--- src/rtl/bitpatch_pkg.sv ---
package bitpatch_pkg;
   typedef enum logic [2:0] {
      OP_SET    = 3'b000,
      OP_FLIP   = 3'b001,
      OP_CLR    = 3'b010,
      OP_KEEP   = 3'b011,
      OP_DIFF   = 3'b100,
      OP_INSERT = 3'b101,
      OP_RSV6   = 3'b110,
      OP_RSV7   = 3'b111
   } op_e;

   typedef enum logic [1:0] {
      ST_IDLE  = 2'd0,
      ST_MASK  = 2'd1,
      ST_MERGE = 2'd2
   } st_e;

   typedef enum logic [2:0] {
      ACT_HOLD = 3'd0,
      ACT_OR   = 3'd1,
      ACT_XOR  = 3'd2,
      ACT_ANDN = 3'd3,
      ACT_AND  = 3'd4
   } act_e;
endpackage

--- src/rtl/bitpatch_lane.sv ---
module bitpatch_lane
   import bitpatch_pkg::*;
(
   input  act_e act,
   input  logic cur_bit,
   input  logic ctl_bit,
   output logic nxt_bit
);
   always_comb begin
      case (act)
         ACT_OR:   nxt_bit = cur_bit | ctl_bit;
         ACT_XOR:  nxt_bit = cur_bit ^ ctl_bit;
         ACT_ANDN: nxt_bit = cur_bit & ~ctl_bit;
         ACT_AND:  nxt_bit = cur_bit & ctl_bit;
         default:  nxt_bit = cur_bit;
      endcase
   end
endmodule

--- src/rtl/bitpatch_seq.sv ---
module bitpatch_seq
   import bitpatch_pkg::*;
#(
   parameter int WIDTH = 16
) (
   input  logic             clk,
   input  logic             rst,
   input  logic             start,
   input  logic [2:0]       op_code,
   input  logic [WIDTH-1:0] pat_b,
   input  logic [WIDTH-1:0] val_c,
   output act_e             act,
   output logic [WIDTH-1:0] operand,
   output logic             busy,
   output logic             done
);
   st_e              state_q;
   logic [WIDTH-1:0] hold_b_q;
   logic [WIDTH-1:0] hold_c_q;
   logic             take;
   op_e              op;

   assign op   = op_e'(op_code);
   assign take = start && (state_q == ST_IDLE);
   assign busy = (state_q != ST_IDLE);

   always_comb begin
      act     = ACT_HOLD;
      operand = pat_b;
      case (state_q)
         ST_MASK: begin
            act     = ACT_AND;
            operand = hold_b_q;
         end
         ST_MERGE: begin
            act     = ACT_OR;
            operand = hold_c_q;
         end
         default: begin
            if (take) begin
               case (op)
                  OP_SET:  act = ACT_OR;
                  OP_FLIP: act = ACT_XOR;
                  OP_CLR:  act = ACT_ANDN;
                  OP_KEEP: act = ACT_AND;
                  OP_DIFF: act = ACT_XOR;
                  default: act = ACT_HOLD;
               endcase
            end
         end
      endcase
   end

   always_ff @(posedge clk) begin
      if (rst) begin
         state_q  <= ST_IDLE;
         done     <= 1'b0;
         hold_b_q <= '0;
         hold_c_q <= '0;
      end else begin
         done <= 1'b0;
         case (state_q)
            ST_IDLE: begin
               if (take) begin
                  if (op == OP_INSERT) begin
                     state_q  <= ST_MASK;
                     hold_b_q <= pat_b;
                     hold_c_q <= val_c;
                  end else begin
                     done <= 1'b1;
                  end
               end
            end
            ST_MASK:  state_q <= ST_MERGE;
            ST_MERGE: begin
               state_q <= ST_IDLE;
               done    <= 1'b1;
            end
            default:  state_q <= ST_IDLE;
         endcase
      end
   end

   // a request during the sequence cannot reorder or stall the steps
   assert_mask_then_merge_R9: assert property (@(posedge clk) disable iff (rst)
      state_q == ST_MASK |=> state_q == ST_MERGE);
   assert_merge_then_idle_R9: assert property (@(posedge clk) disable iff (rst)
      state_q == ST_MERGE |=> (state_q == ST_IDLE && done));
   // completion and activity never overlap
   assert_busy_done_excl_R11: assert property (@(posedge clk) disable iff (rst)
      !(busy && done));
endmodule

--- src/rtl/bitpatch_reg.sv ---
module bitpatch_reg
   import bitpatch_pkg::*;
#(
   parameter int WIDTH = 16
) (
   input  logic             clk,
   input  logic             rst,
   input  logic             start,
   input  logic [2:0]       op_code,
   input  logic [WIDTH-1:0] pat_b,
   input  logic [WIDTH-1:0] val_c,
   output logic [WIDTH-1:0] acc,
   output logic             busy,
   output logic             done
);
   localparam int MSB = WIDTH - 1;

   generate
      if (WIDTH < 2) begin : g_width_bad
         $error("bitpatch_reg: WIDTH must be at least 2");
      end
   endgenerate

   act_e           act;
   logic [MSB:0]   operand;
   logic [MSB:0]   acc_nxt;
   logic [MSB:0]   acc_q;

   bitpatch_seq #(.WIDTH(WIDTH)) u_seq (
      .clk     (clk),
      .rst     (rst),
      .start   (start),
      .op_code (op_code),
      .pat_b   (pat_b),
      .val_c   (val_c),
      .act     (act),
      .operand (operand),
      .busy    (busy),
      .done    (done)
   );

   generate
      for (genvar i = 0; i < WIDTH; i++) begin : g_lane
         bitpatch_lane u_lane (
            .act     (act),
            .cur_bit (acc_q[i]),
            .ctl_bit (operand[i]),
            .nxt_bit (acc_nxt[i])
         );
      end
   endgenerate

   always_ff @(posedge clk) begin
      if (rst) acc_q <= '0;
      else     acc_q <= acc_nxt;
   end

   assign acc = acc_q;

   logic go;
   assign go = start && !busy;

   assert_set_R2: assert property (@(posedge clk) disable iff (rst)
      go && op_code == 3'b000 |=> acc == ($past(acc) | $past(pat_b)));
   assert_flip_R3: assert property (@(posedge clk) disable iff (rst)
      go && op_code == 3'b001 |=> acc == ($past(acc) ^ $past(pat_b)));
   assert_clr_R4: assert property (@(posedge clk) disable iff (rst)
      go && op_code == 3'b010 |=> acc == ($past(acc) & ~$past(pat_b)));
   assert_mask_R5: assert property (@(posedge clk) disable iff (rst)
      go && op_code == 3'b011 |=> acc == ($past(acc) & $past(pat_b)));
   assert_match_R6: assert property (@(posedge clk) disable iff (rst)
      go && op_code == 3'b100 |=> acc == ($past(acc) ^ $past(pat_b)));
   assert_insert_accept_R7: assert property (@(posedge clk) disable iff (rst)
      go && op_code == 3'b101 |=> (busy && $stable(acc)));
   assert_insert_mask_R7: assert property (@(posedge clk) disable iff (rst)
      go && op_code == 3'b101 |-> ##2 (acc == ($past(acc, 2) & $past(pat_b, 2))));
   assert_insert_merge_R8: assert property (@(posedge clk) disable iff (rst)
      go && op_code == 3'b101 |-> ##3 (done && acc == (($past(acc, 3) & $past(pat_b, 3)) | $past(val_c, 3))));
   assert_unknown_op_R10: assert property (@(posedge clk) disable iff (rst)
      go && op_code[2:1] == 2'b11 |=> ($stable(acc) && done));
   assert_idle_hold_R11: assert property (@(posedge clk) disable iff (rst)
      !start && !busy |=> $stable(acc));
endmodule

--- config.mk ---
export PLATFORM = sky130hd
export DESIGN_NAME = bitpatch_reg
export DESIGN_NICKNAME = d
export VERILOG_FILES = /design/src/rtl/bitpatch_pkg.sv /design/src/rtl/bitpatch_lane.sv /design/src/rtl/bitpatch_seq.sv /design/src/rtl/bitpatch_reg.sv
export SDC_FILE = /design/constraint.sdc
export NUM_CORES = 1
export LEC_CHECK = 0
export BUFFER_PORTS_ARGS = -buffer_cell sky130_fd_sc_hd__buf_2
export CORE_MARGIN = 5
export CORE_UTILIZATION = 40
export DETAILED_ROUTE_END_ITERATION = 10
export HOLD_SLACK_MARGIN = 0.02
export PLACE_DENSITY = 0.59
export SETUP_SLACK_MARGIN = 0.15
export SLEW_MARGIN = 20
export SYNTH_ARGS = -nofsm -noshare
export SYNTH_HDL_FRONTEND = slang
export SYNTH_SLANG_ARGS = --single-unit
--- constraint.sdc ---
create_clock -name clk -period 2.9 [get_ports clk]
set_input_delay 0.435 -clock clk [delete_from_list [all_inputs] [get_ports clk]]
set_output_delay 0.435 -clock clk [all_outputs]
set_load 0.02 [all_outputs]
Word level (Yosys, flattened, before mapping)
Index checks and enable logic that the tools add are counted.
Word-level totals
  input bits: 38
  word-level logic and storage cells: 132
  bits in registers: 51
  output and inout bits: 18
Operators by class
  bitwise logic cells: 80
  reductions and logical operators: 8
  muxes and demuxes: 26
  eq/ne operators: 13
Operator list (count)
  1-bit one-hot mux with 4 select lines: 16
  1-bit AND: 32
  16-bit one-hot mux with 2 select lines: 1
  1-bit inverter: 16
  1-bit OR: 16
  1-bit XOR: 16
  3-bit by 2-bit == test with 1-bit output, second input constant: 4
  3-bit one-hot mux with 4 select lines: 1
  3-bit == test, second input constant: 3
  3-bit by 1-bit == test with 1-bit output, second input constant: 2
  3-bit one-hot mux with 2 select lines: 1
  2-bit 2-to-1 mux: 2
  2-bit one-hot mux with 2 select lines: 1
  4-bit nonzero test: 1
  3-bit logical NOT: 1
  3-bit 2-to-1 mux: 1
  3-bit AND reduction: 1
  2-bit by 1-bit == test with 1-bit output, second input constant: 1
  2-bit == test, second input constant: 1
  2-bit logical NOT: 1
  1-bit 2-to-1 mux: 2
  2-bit by 1-bit != test with 1-bit output, second input constant: 1
  2-bit != test, second input constant: 1
  1-bit one-hot mux with 2 select lines: 1
  other kinds (4): 4

Depth between registers and ports, before layout
Gate-level depths: netlist (run 1).
  depth in word-level cells: 7
  gate-level depth with buffers: 11

Modules after synthesis
A second synthesis (run 1) with hierarchy kept.
Unflattened totals
  cells, all modules: 452
  area total of the unflattened synthesis: 3933.8 um2
Modules (own cells, without submodules)
  bitpatch_seq: area each 2048.2 um2, seq. area each 700.7 um2, instances 1, cells an instance 227
  bitpatch_lane: area each 88.8 um2, seq. area each 0.0 um2, instances 16, cells an instance 12
  bitpatch_reg: area each 464.2 um2, seq. area each 320.3 um2, instances 1, cells an instance 33

Worst setup path after synthesis (run 1)
No wires, ideal clock.
  path type: register to register
  start: reg u_seq.state_q[1]
  end: reg acc_q[10] (netlist: acc[10])
  arrival time: 2106 ps
  required time: 2808 ps
  buffers on the path: 2
  period minus slack after synthesis: 2198 ps
  stages on the path, launching flop included: 12
  path slack: 702 ps
  path through: dfxtp_1 -> inv_1 -> ha_1 -> clkbuf_1 -> clkbuf_1 -> a22o_1 -> mux2i_1 -> ha_1 -> o211ai_1 -> a22oi_1 -> a21oi_1 -> o32ai_1
Between the ends
  cells in the longest elaborated chain, start to end: 6
  elaborated cells on any way between the ends: 18
RTL lines
  start: declaration: RTL line bitpatch_seq.sv:17  | st_e state_q;
  start signal: assignment: RTL line bitpatch_seq.sv:56  | state_q <= ST_IDLE;
  start signal: assignment: RTL line bitpatch_seq.sv:66  | state_q <= ST_MASK;
  start signal: assignment: RTL line bitpatch_seq.sv:74  | ST_MASK: state_q <= ST_MERGE;
  2-bit logical NOT: RTL line bitpatch_seq.sv:24  | assign take = start && (state_q == ST_IDLE);
  1-bit logical AND: RTL line bitpatch_seq.sv:24
  3-bit 2-to-1 mux: RTL line bitpatch_seq.sv:40  | if (take) begin
  3-bit one-hot mux with 2 select lines: RTL line bitpatch_seq.sv:30  | case (state_q)
  3-bit == test, or another cell as far along: RTL line bitpatch_lane.sv:10  | case (act)
  1-bit one-hot mux with 4 select lines or 4-bit nonzero test (tied branches)
  end signal: assignment: RTL line bitpatch_reg.sv:55  | else acc_q <= acc_nxt;
  end: declaration: RTL line bitpatch_reg.sv:27  | logic [MSB:0] acc_q;
Several ways; a longest one is shown, not always the timed one.
A chain may end at the register's enable or synchronous reset.

Worst setup path in the final report (run 1)
  start: reg u_seq.state_q[0]
  end: reg acc_q[1] (netlist: acc[1])
The elaborated chain is that of the path after synthesis.

==> flow_results.xml, run 1 <==
<?xml version="1.0" encoding="UTF-8"?>
<metrics>
  <group name="grt">
    <metric name="grt_pass1_wl" unit="mm">13.8</metric>
    <metric name="global_route_total_usage_across_every_layer" unit="%">16.8</metric>
    <metric name="grt_remaining_overflow" unit="">0</metric>
    <metric name="grt_antenna_before_repair" unit="">0</metric>
    <metric name="grt_start_max_net_pins" unit="">35</metric>
    <metric name="number_of_global_route_vias_before_repair" unit="">2830</metric>
  </group>
  <group name="layout">
    <metric name="fraction_of_layout_cells_with_a_size_suffix_above_1" unit="%">18.5</metric>
    <metric name="final_nets" unit="">491</metric>
    <metric name="areaGrowthSynthToFinish" unit="%">11.5</metric>
    <metric name="layout.cells.non_filler" unit="">538</metric>
    <metric name="finalCoreUtilization" unit="%">45.0</metric>
    <metric name="num_antenna_cells" unit="">0</metric>
  </group>
  <group name="yosys">
    <metric name="syn-num-nets" unit="">470</metric>
    <metric name="synth.area.mux_share" unit="%">4.90</metric>
    <metric name="synth-compound-area-share" unit="%">32.5</metric>
    <metric name="synth_seq_cells" unit="">51</metric>
    <metric name="yosys.area_share.adder" unit="%">8.05</metric>
    <metric name="synth.area.top_cells" unit="">sky130_fd_sc_hd__dfxtp_1 (31%), sky130_fd_sc_hd__ha_1 (8.0%), sky130_fd_sc_hd__nand2_1 (7.9%), sky130_fd_sc_hd__a21oi_1 (7.7%), sky130_fd_sc_hd__o21a_1 (6.0%)</metric>
    <metric name="synthesis.yosys.warnings" unit="">0</metric>
    <metric name="synthXorXnorAreaFrac" unit="%">0.268</metric>
    <metric name="postSynthCellCount" unit="">411</metric>
    <metric name="post_synth_and_or_nand_nor_area_fraction" unit="%">12.5</metric>
    <metric name="yosys-top-cells-count" unit="">sky130_fd_sc_hd__nand2_1 (69), sky130_fd_sc_hd__dfxtp_1 (51), sky130_fd_sc_hd__a21oi_1 (50), sky130_fd_sc_hd__clkbuf_1 (27), sky130_fd_sc_hd__o21a_1 (26)</metric>
    <metric name="netlist-cell-type-count" unit="">34</metric>
    <metric name="synth.yosys.seq_area_share" unit="%">31.3</metric>
    <metric name="syn_area" unit="um^2">3270</metric>
    <metric name="combinational_family_with_the_most_area_after_synthesis" unit="">compound AO/OA/AOI/OAI gates</metric>
    <metric name="async_flop_share" unit="%">0</metric>
    <metric name="leading_register_cell_type_out_of_synthesis" unit="">sky130_fd_sc_hd__dfxtp_1</metric>
    <metric name="synth_top_cell_by_area" unit="">sky130_fd_sc_hd__dfxtp_1</metric>
    <metric name="synth.avg_cell_area" unit="um^2">7.95</metric>
    <metric name="synth.top_cell.area_share" unit="%">31.3</metric>
    <metric name="synth-edff-count" unit="">0</metric>
    <metric name="yosysMostFrequentCell" unit="">sky130_fd_sc_hd__nand2_1</metric>
  </group>
  <group name="power">
    <metric name="worst_ir_drop_vdd" unit="mV">0.350</metric>
    <metric name="p_total" unit="mW">3.01</metric>
    <metric name="power.static_leakage" unit="nW">1.38</metric>
    <metric name="cellPowerDensity" unit="nW/um^2">826</metric>
  </group>
  <group name="route">
    <metric name="drt_iter0_markers" unit="">103</metric>
    <metric name="detailedRoute.firstPassIterationCount" unit="">4</metric>
    <metric name="detailed_route_wl" unit="mm">8.18</metric>
    <metric name="drc" unit="">0</metric>
    <metric name="detail_route.wl_per_cell" unit="um">15.2</metric>
    <metric name="dr_total_vias" unit="">2895</metric>
    <metric name="vias_per_cell" unit="">5.38</metric>
    <metric name="post_detailed_route_count_of_antenna_violating_nets" unit="">0</metric>
  </group>
  <group name="clock_network">
    <metric name="worstSkewPairLatency" unit="ns">0.31</metric>
    <metric name="cts_buffers" unit="">5</metric>
    <metric name="path_clk_slew" unit="ns">0.11</metric>
    <metric name="cts_num_sinks" unit="">51</metric>
    <metric name="cts_max_level" unit="">2</metric>
    <metric name="clock_tree.root_cell" unit="">sky130_fd_sc_hd__clkbuf_8</metric>
    <metric name="cts.path.max_buffers" unit="">2</metric>
    <metric name="tritoncts" unit="">done</metric>
  </group>
  <group name="sta">
    <metric name="worst_slew_margin_rel" unit="%">56.2</metric>
    <metric name="min_period_over_period" unit="%">86.3</metric>
    <metric name="setup_repair_after_global_routing_missed_its_margin" unit="">false</metric>
    <metric name="final.hold.worst_slack" unit="ns">0.359</metric>
    <metric name="finalMaxSlewViolations" unit="">0</metric>
    <metric name="clock_skew" unit="ns">0.0111</metric>
    <metric name="final.setup.tns" unit="ns">0</metric>
    <metric name="min_period" unit="ns">2.50</metric>
    <metric name="report.final.hold_viol_count" unit="">0</metric>
    <metric name="worst_pin_slew" unit="ns">0.654</metric>
    <metric name="setup_viol_count_final" unit="">0</metric>
    <metric name="max_freq" unit="MHz">400</metric>
  </group>
  <group name="floorplan">
    <metric name="floorplan.die.width" unit="um">100</metric>
    <metric name="fp.dieArea" unit="um^2">10100</metric>
    <metric name="core_area" unit="um^2">8090</metric>
    <metric name="die_h" unit="um">100</metric>
    <metric name="std_cell_rows" unit="">33</metric>
    <metric name="initial_utilization" unit="%">40.4</metric>
    <metric name="design.portCount" unit="">56</metric>
  </group>
  <group name="worst_setup_path">
    <metric name="rr_worst_depth" unit="">9</metric>
    <metric name="cp.arrival" unit="ns">2.72</metric>
    <metric name="end_kind" unit="">flip-flop</metric>
    <metric name="cp.required" unit="ns">3.12</metric>
    <metric name="timing.rr.start" unit="">u_seq.state_q[0]</metric>
    <metric name="timing.setup.critical_path_class" unit="">reg2reg</metric>
    <metric name="crit_path_start_kind" unit="">flip-flop</metric>
    <metric name="worstSetupStartpoint" unit="">u_seq.state_q[0]</metric>
    <metric name="critical_path.max_fanout" unit="">34</metric>
  </group>
  <group name="placed_design">
    <metric name="gp_routability_congestion" unit="">0.836</metric>
    <metric name="numPlacedInstances" unit="">530</metric>
    <metric name="detailedPlacementHpwl" unit="mm">5.73</metric>
    <metric name="portBuffers" unit="">55</metric>
  </group>
  <group name="status">
    <metric name="status" unit="">completed</metric>
  </group>
  <group name="flow_run">
    <metric name="maxCapViolCount" unit="">0</metric>
  </group>
  <group name="hold_path">
    <metric name="timing.hold.worst.class" unit="">in2reg</metric>
    <metric name="hp-start" unit="">val_c[5]</metric>
    <metric name="worst_hold_path_depth" unit="">3</metric>
  </group>
</metrics>
## metrics by stage
step / setup WS (ns) / area [um^2]
2_1_floorplan: 0.702 / 3270
3_3_place_gp: 0.354 / 3510
3_5_place_dp: 0.284 / 3510
4_1_cts: 0.273 / 3630
5_1_grt: 0.200 / 3640
6_report: 0.397 / 3640
## critical path: stages, from the launching register on
cell	delay, ns
sky130_fd_sc_hd__dfxtp_1	0.38
sky130_fd_sc_hd__inv_1	0.10
sky130_fd_sc_hd__ha_1	0.34
sky130_fd_sc_hd__buf_12	0.19
sky130_fd_sc_hd__o41ai_4	0.38
sky130_fd_sc_hd__buf_4	0.35
sky130_fd_sc_hd__a21oi_1	0.13
sky130_fd_sc_hd__buf_4	0.22
sky130_fd_sc_hd__o21a_1	0.11
sky130_fd_sc_hd__o32ai_1	0.21
## what timing repair did
action	CTS	global route
setup buffers	0	0
gates resized for setup	0	1
setup endpoints to repair	0	13
hold buffers	0	0
## final timing paths
| kind | endpoint | slack, ns |
|---|---|---|
| hold / removal | u_seq.hold_c_q[5] | 0.36 |
| hold reg to reg | u_seq.hold_b_q[15] | 0.46 |
| setup reg to reg | acc[1] | 0.40 |
| setup / recovery | acc[1] | 0.40 |
## logic make-up after synthesis
logic type / count (synthesis)
multiplexers: 16
flip-flops: 51
AO/OA/AOI/OAI: 157
adder cells (fa/ha/maj): 21
XOR/XNOR: 1
AND/OR/NAND/NOR: 93
buffers and inverters: 72
## report_power, final
part           internal, mW  total [mW]  switching [mW]
clock network         0.285       0.548           0.263
logic                 0.640        1.56           0.922
registers             0.815       0.898          0.0829
total                  1.74        3.01            1.27
## registers in the layout (all words and copies together) (netlist names)
| register | count |
|---|---|
| u_seq.hold_b_q | 16 |
| acc | 16 |
| u_seq.state_q | 2 |
| u_seq.hold_c_q | 16 |
| u_seq.done | 1 |
## cell usage in the layout (no fill, tap or decap), types with 6 or more instances in the layout
cell type / n
sky130_fd_sc_hd__a22oi_1: 13
sky130_fd_sc_hd__buf_2: 55
sky130_fd_sc_hd__o211ai_1: 14
sky130_fd_sc_hd__nand2_1: 69
sky130_fd_sc_hd__a22o_1: 16
sky130_fd_sc_hd__clkbuf_8: 6
sky130_fd_sc_hd__o21ai_0: 15
sky130_fd_sc_hd__o21a_1: 26
sky130_fd_sc_hd__buf_4: 10
sky130_fd_sc_hd__a21oi_1: 50
sky130_fd_sc_hd__inv_1: 20
sky130_fd_sc_hd__ha_1: 21
sky130_fd_sc_hd__mux2i_1: 16
sky130_fd_sc_hd__o32ai_1: 13
sky130_fd_sc_hd__nor2_1: 7
sky130_fd_sc_hd__dfxtp_1: 51
## routing by layer
metal / share of wire [%] / vias to the layer above / GRT usage, %
met5: 0 / - / 0
met3: 3.9 / 2 / 2.85
met4: 0.28 / 0 / 3.32
met1: 50 / 1338 / 23.4
li1: - / 1492 / -
met2: 46 / 63 / 27.3
## layout make-up
class                           instances  area, um^2
Fill cell                             875        4450
Timing Repair Buffer                   66         370
Sequential cell                        51        1020
Tap cell                              105         131
Multi-Input combinational cell        288        1920
Inverter                               20        75.1
Clock inverter                          2        38.8
Clock buffer                            6        82.6
(Power assumes the default switching activity.)
==> run 2, diff against run 1 <==
--- a/config.mk
+++ b/config.mk
@@ -10,7 +10,7 @@
 export CORE_UTILIZATION = 40
 export DETAILED_ROUTE_END_ITERATION = 10
 export HOLD_SLACK_MARGIN = 0.02
-export PLACE_DENSITY = 0.59
+export PLACE_DENSITY = 0.61
 export SETUP_SLACK_MARGIN = 0.15
 export SLEW_MARGIN = 20
 export SYNTH_ARGS = -nofsm -noshare
==> constraint.sdc (replaced) <==
create_clock -name clk -period 2.2 [get_ports clk]
set_input_delay 0.44 -clock clk [delete_from_list [all_inputs] [get_ports clk]]
set_output_delay 0.44 -clock clk [all_outputs]
set_load 0.02 [all_outputs]
==> run 2 against run 1 <==
Sequential cell count is the same. Register-to-register slack lost 0.29 ns. Clock power grew 10%. Sequential share of layout area shrank 3.7 points. Combinational power grew 80%. Highest routed layer unchanged.
==> flow_results.xml, run 2 (synthesis gave the netlist of run 1 again) <==
<?xml version="1.0" encoding="UTF-8"?>
<metrics>
  <group name="layout">
    <metric name="most-common-layout-cells" unit="">sky130_fd_sc_hd__nand2_1 (69), sky130_fd_sc_hd__buf_2 (55), sky130_fd_sc_hd__a21oi_1 (50)</metric>
    <metric name="layout.cells.non_filler" unit="">583</metric>
    <metric name="regArea" unit="um^2">1020</metric>
    <metric name="multi_input_comb_area" unit="um^2">2090</metric>
    <metric name="areaGrowthSynthToFinish" unit="%">28.9</metric>
    <metric name="final_nets" unit="">536</metric>
    <metric name="fraction_of_layout_cells_with_a_size_suffix_above_1" unit="%">31.4</metric>
    <metric name="num_antenna_cells" unit="">0</metric>
    <metric name="layout_commonest_cell" unit="">sky130_fd_sc_hd__nand2_1</metric>
    <metric name="num-fill-cells" unit="">789</metric>
  </group>
  <group name="grt">
    <metric name="grt_pass1_wl" unit="mm">15.1</metric>
    <metric name="grt_use_met1" unit="%">25.2</metric>
    <metric name="grt_start_max_net_pins" unit="">38</metric>
    <metric name="met3_usage" unit="%">3.96</metric>
    <metric name="gr-max-usage-layer" unit="">met2</metric>
    <metric name="grt_remaining_overflow" unit="">0</metric>
    <metric name="globalRouteMet2Util" unit="%">29.4</metric>
    <metric name="global_route_total_usage_across_every_layer" unit="%">18.4</metric>
    <metric name="number_of_global_route_vias_before_repair" unit="">3088</metric>
    <metric name="grt_antenna_before_repair" unit="">0</metric>
  </group>
  <group name="clock_network">
    <metric name="worstSkewPairLatency" unit="ns">0.32</metric>
    <metric name="clock_tree.root_cell" unit="">sky130_fd_sc_hd__clkbuf_8</metric>
    <metric name="path_clk_slew" unit="ns">0.11</metric>
    <metric name="cts_buffers" unit="">5</metric>
    <metric name="tritoncts" unit="">done</metric>
    <metric name="cts.path.max_buffers" unit="">2</metric>
    <metric name="cts_max_level" unit="">2</metric>
    <metric name="cts_num_sinks" unit="">51</metric>
  </group>
  <group name="floorplan">
    <metric name="initial_utilization" unit="%">40.4</metric>
    <metric name="floorplan.die.width" unit="um">100</metric>
    <metric name="fp.dieArea" unit="um^2">10100</metric>
    <metric name="design.portCount" unit="">56</metric>
    <metric name="std_cell_rows" unit="">33</metric>
    <metric name="die_h" unit="um">100</metric>
    <metric name="core_area" unit="um^2">8090</metric>
  </group>
  <group name="sta">
    <metric name="setup_repair_after_global_routing_missed_its_margin" unit="">true</metric>
    <metric name="final.hold.worst_slack" unit="ns">0.349</metric>
    <metric name="min_period" unit="ns">2.09</metric>
    <metric name="finalMaxSlewViolations" unit="">0</metric>
    <metric name="min_period_over_period" unit="%">95.1</metric>
    <metric name="setup_viol_count_final" unit="">0</metric>
    <metric name="worst_pin_slew" unit="ns">0.605</metric>
    <metric name="clock_skew" unit="ns">0.0115</metric>
    <metric name="worst_slew_margin_rel" unit="%">59.7</metric>
    <metric name="max_freq" unit="MHz">478</metric>
    <metric name="final.setup.tns" unit="ns">0</metric>
    <metric name="report.final.hold_viol_count" unit="">0</metric>
  </group>
  <group name="worst_setup_path">
    <metric name="cp.buffers_inverters" unit="">4</metric>
    <metric name="crit_path_start_kind" unit="">flip-flop</metric>
    <metric name="worstSetupStartpoint" unit="">u_seq.state_q[0]</metric>
    <metric name="worst_setup_path_endpoint" unit="">acc[4]</metric>
    <metric name="cp_cell_sequence" unit="">inv_4, ha_4, buf_6, buf_12, mux2i_1, buf_4, ha_4, o211ai_1, a22oi_1, a21oi_1, o32ai_2</metric>
    <metric name="end_kind" unit="">flip-flop</metric>
    <metric name="path_depth" unit="">11</metric>
    <metric name="crit_path_top_delay_cell" unit="">sky130_fd_sc_hd__dfxtp_2</metric>
    <metric name="timing.setup.critical_path_class" unit="">reg2reg</metric>
    <metric name="rr_worst_depth" unit="">11</metric>
    <metric name="cp.arrival" unit="ns">2.33</metric>
    <metric name="max_stage_delay" unit="ns">0.37</metric>
    <metric name="crit_path_frequent_cell" unit="">sky130_fd_sc_hd__ha_4</metric>
    <metric name="critical_path.max_fanout" unit="">6</metric>
    <metric name="worst_r2r_endpoint" unit="">acc[4]</metric>
    <metric name="cp_top_family" unit="">compound AO/OA/AOI/OAI gates</metric>
    <metric name="timing.rr.start" unit="">u_seq.state_q[0]</metric>
    <metric name="cp.required" unit="ns">2.44</metric>
    <metric name="reg2reg_setup_slack" unit="ns">0.11</metric>
  </group>
  <group name="hold_path">
    <metric name="timing.hold.worst.class" unit="">in2reg</metric>
    <metric name="worst_hold_path_depth" unit="">3</metric>
  </group>
  <group name="flow_run">
    <metric name="maxCapViolCount" unit="">0</metric>
  </group>
  <group name="power">
    <metric name="power.share.clock" unit="%">13.1</metric>
    <metric name="power_report.internal_total" unit="mW">2.69</metric>
    <metric name="power_switching_share" unit="%">41.8</metric>
    <metric name="cellPowerDensity" unit="nW/um^2">1100</metric>
    <metric name="power.share.combinational" unit="%">60.9</metric>
    <metric name="seq_power_share" unit="%">26.0</metric>
    <metric name="power.net_switching" unit="mW">1.93</metric>
    <metric name="worst_ir_drop_vdd" unit="mV">0.426</metric>
    <metric name="p_total" unit="mW">4.62</metric>
    <metric name="power.static_leakage" unit="nW">1.64</metric>
  </group>
  <group name="status">
    <metric name="status" unit="">completed</metric>
  </group>
  <group name="route">
    <metric name="drt_iter0_markers" unit="">134</metric>
    <metric name="dr_total_vias" unit="">3144</metric>
    <metric name="detailed_route_wl" unit="mm">9.32</metric>
    <metric name="drc" unit="">0</metric>
    <metric name="detailedRoute.firstPassIterationCount" unit="">5</metric>
    <metric name="post_detailed_route_count_of_antenna_violating_nets" unit="">0</metric>
    <metric name="vias_per_cell" unit="">5.39</metric>
    <metric name="detail_route.wl_per_cell" unit="um">16.0</metric>
  </group>
  <group name="placed_design">
    <metric name="gp_routability_congestion" unit="">0.814</metric>
    <metric name="detailedPlacementHpwl" unit="mm">6.28</metric>
    <metric name="portBuffers" unit="">55</metric>
    <metric name="numPlacedInstances" unit="">564</metric>
  </group>
</metrics>
-- run 2: cell count changes in the layout (fill, tap and decap cells not counted), moves of 3 or more --
cell,before,now
sky130_fd_sc_hd__mux2i_2,0,5
sky130_fd_sc_hd__ha_1,21,14
sky130_fd_sc_hd__mux2i_1,16,7
sky130_fd_sc_hd__buf_6,0,6
sky130_fd_sc_hd__ha_4,0,5
sky130_fd_sc_hd__buf_4,10,45
sky130_fd_sc_hd__buf_12,1,4
sky130_fd_sc_hd__mux2i_4,0,4
-- run 2: repair_timing --
action,CTS,global route
cloned,0,1
gates resized for setup,16,21
hold buffers,0,0
setup buffers,7,3
pin swaps,13,17
endpoints found under the setup margin,15,15
-- run 2: power groups by stage --
| stage | sequential (mW) | combinational [mW] | clock, mW |
|---|---|---|---|
| 2_1_floorplan | 1.18 | 1.71 | 0 |
| 3_3_place_gp | 1.21 | 2.35 | 0 |
| 3_5_place_dp | 1.22 | 2.40 | 0 |
| 4_1_cts | 1.19 | 2.56 | 0.620 |
| 5_1_grt | 1.22 | 3.10 | 0.650 |
| 6_report | 1.20 | 2.81 | 0.605 |
-- run 2: per-layer routing --
| layer | wire length [um] | share of wire (%) |
|---|---|---|
| met1 | 4340 | 47 |
| met5 | 0 | 0 |
| met4 | 96 | 1.0 |
| met2 | 4480 | 48 |
| met3 | 405 | 4.3 |
-- run 2: worst min-delay path by stage --
stage | start | end | slack, ns
after floorplan | u_seq.hold_b_q[0] | u_seq.hold_b_q[0] | 0.44
after global placement | u_seq.hold_b_q[4] | u_seq.hold_b_q[4] | 0.44
after detailed placement | u_seq.hold_b_q[15] | u_seq.hold_b_q[15] | 0.45
after CTS | val_c[4] | u_seq.hold_c_q[4] | 0.34
after global routing | val_c[9] | u_seq.hold_c_q[9] | 0.34
final | val_c[4] | u_seq.hold_c_q[4] | 0.35
-- run 2: final cells by class --
cell class | count | share of cell area, %
clock buffers | 5 | 1.63
well taps | 105 | 3.12
inverters | 20 | 1.90
clock inverters | 3 | 0.654
multi-input cells | 288 | 49.7
repair buffers | 111 | 18.7
flip-flops and latches | 51 | 24.3
-- run 2: worst min-delay path, cell delays in order --
cell,delay [ns]
sky130_fd_sc_hd__buf_2,0.09
sky130_fd_sc_hd__nand2_1,0.04
sky130_fd_sc_hd__a21oi_1,0.05
-- run 2: per-stage QoR --
step / setup WS (ns) / util (%) / instance area, um^2
floorplan: 0.164 / - / 3290
global placement: 0.0265 / 47.0 / 3810
detailed placement: 0.00198 / 47.0 / 3810
CTS: 0.140 / 49.6 / 4020
global route: -0.00927 / 52.0 / 4210
finish: 0.107 / 52.0 / 4210
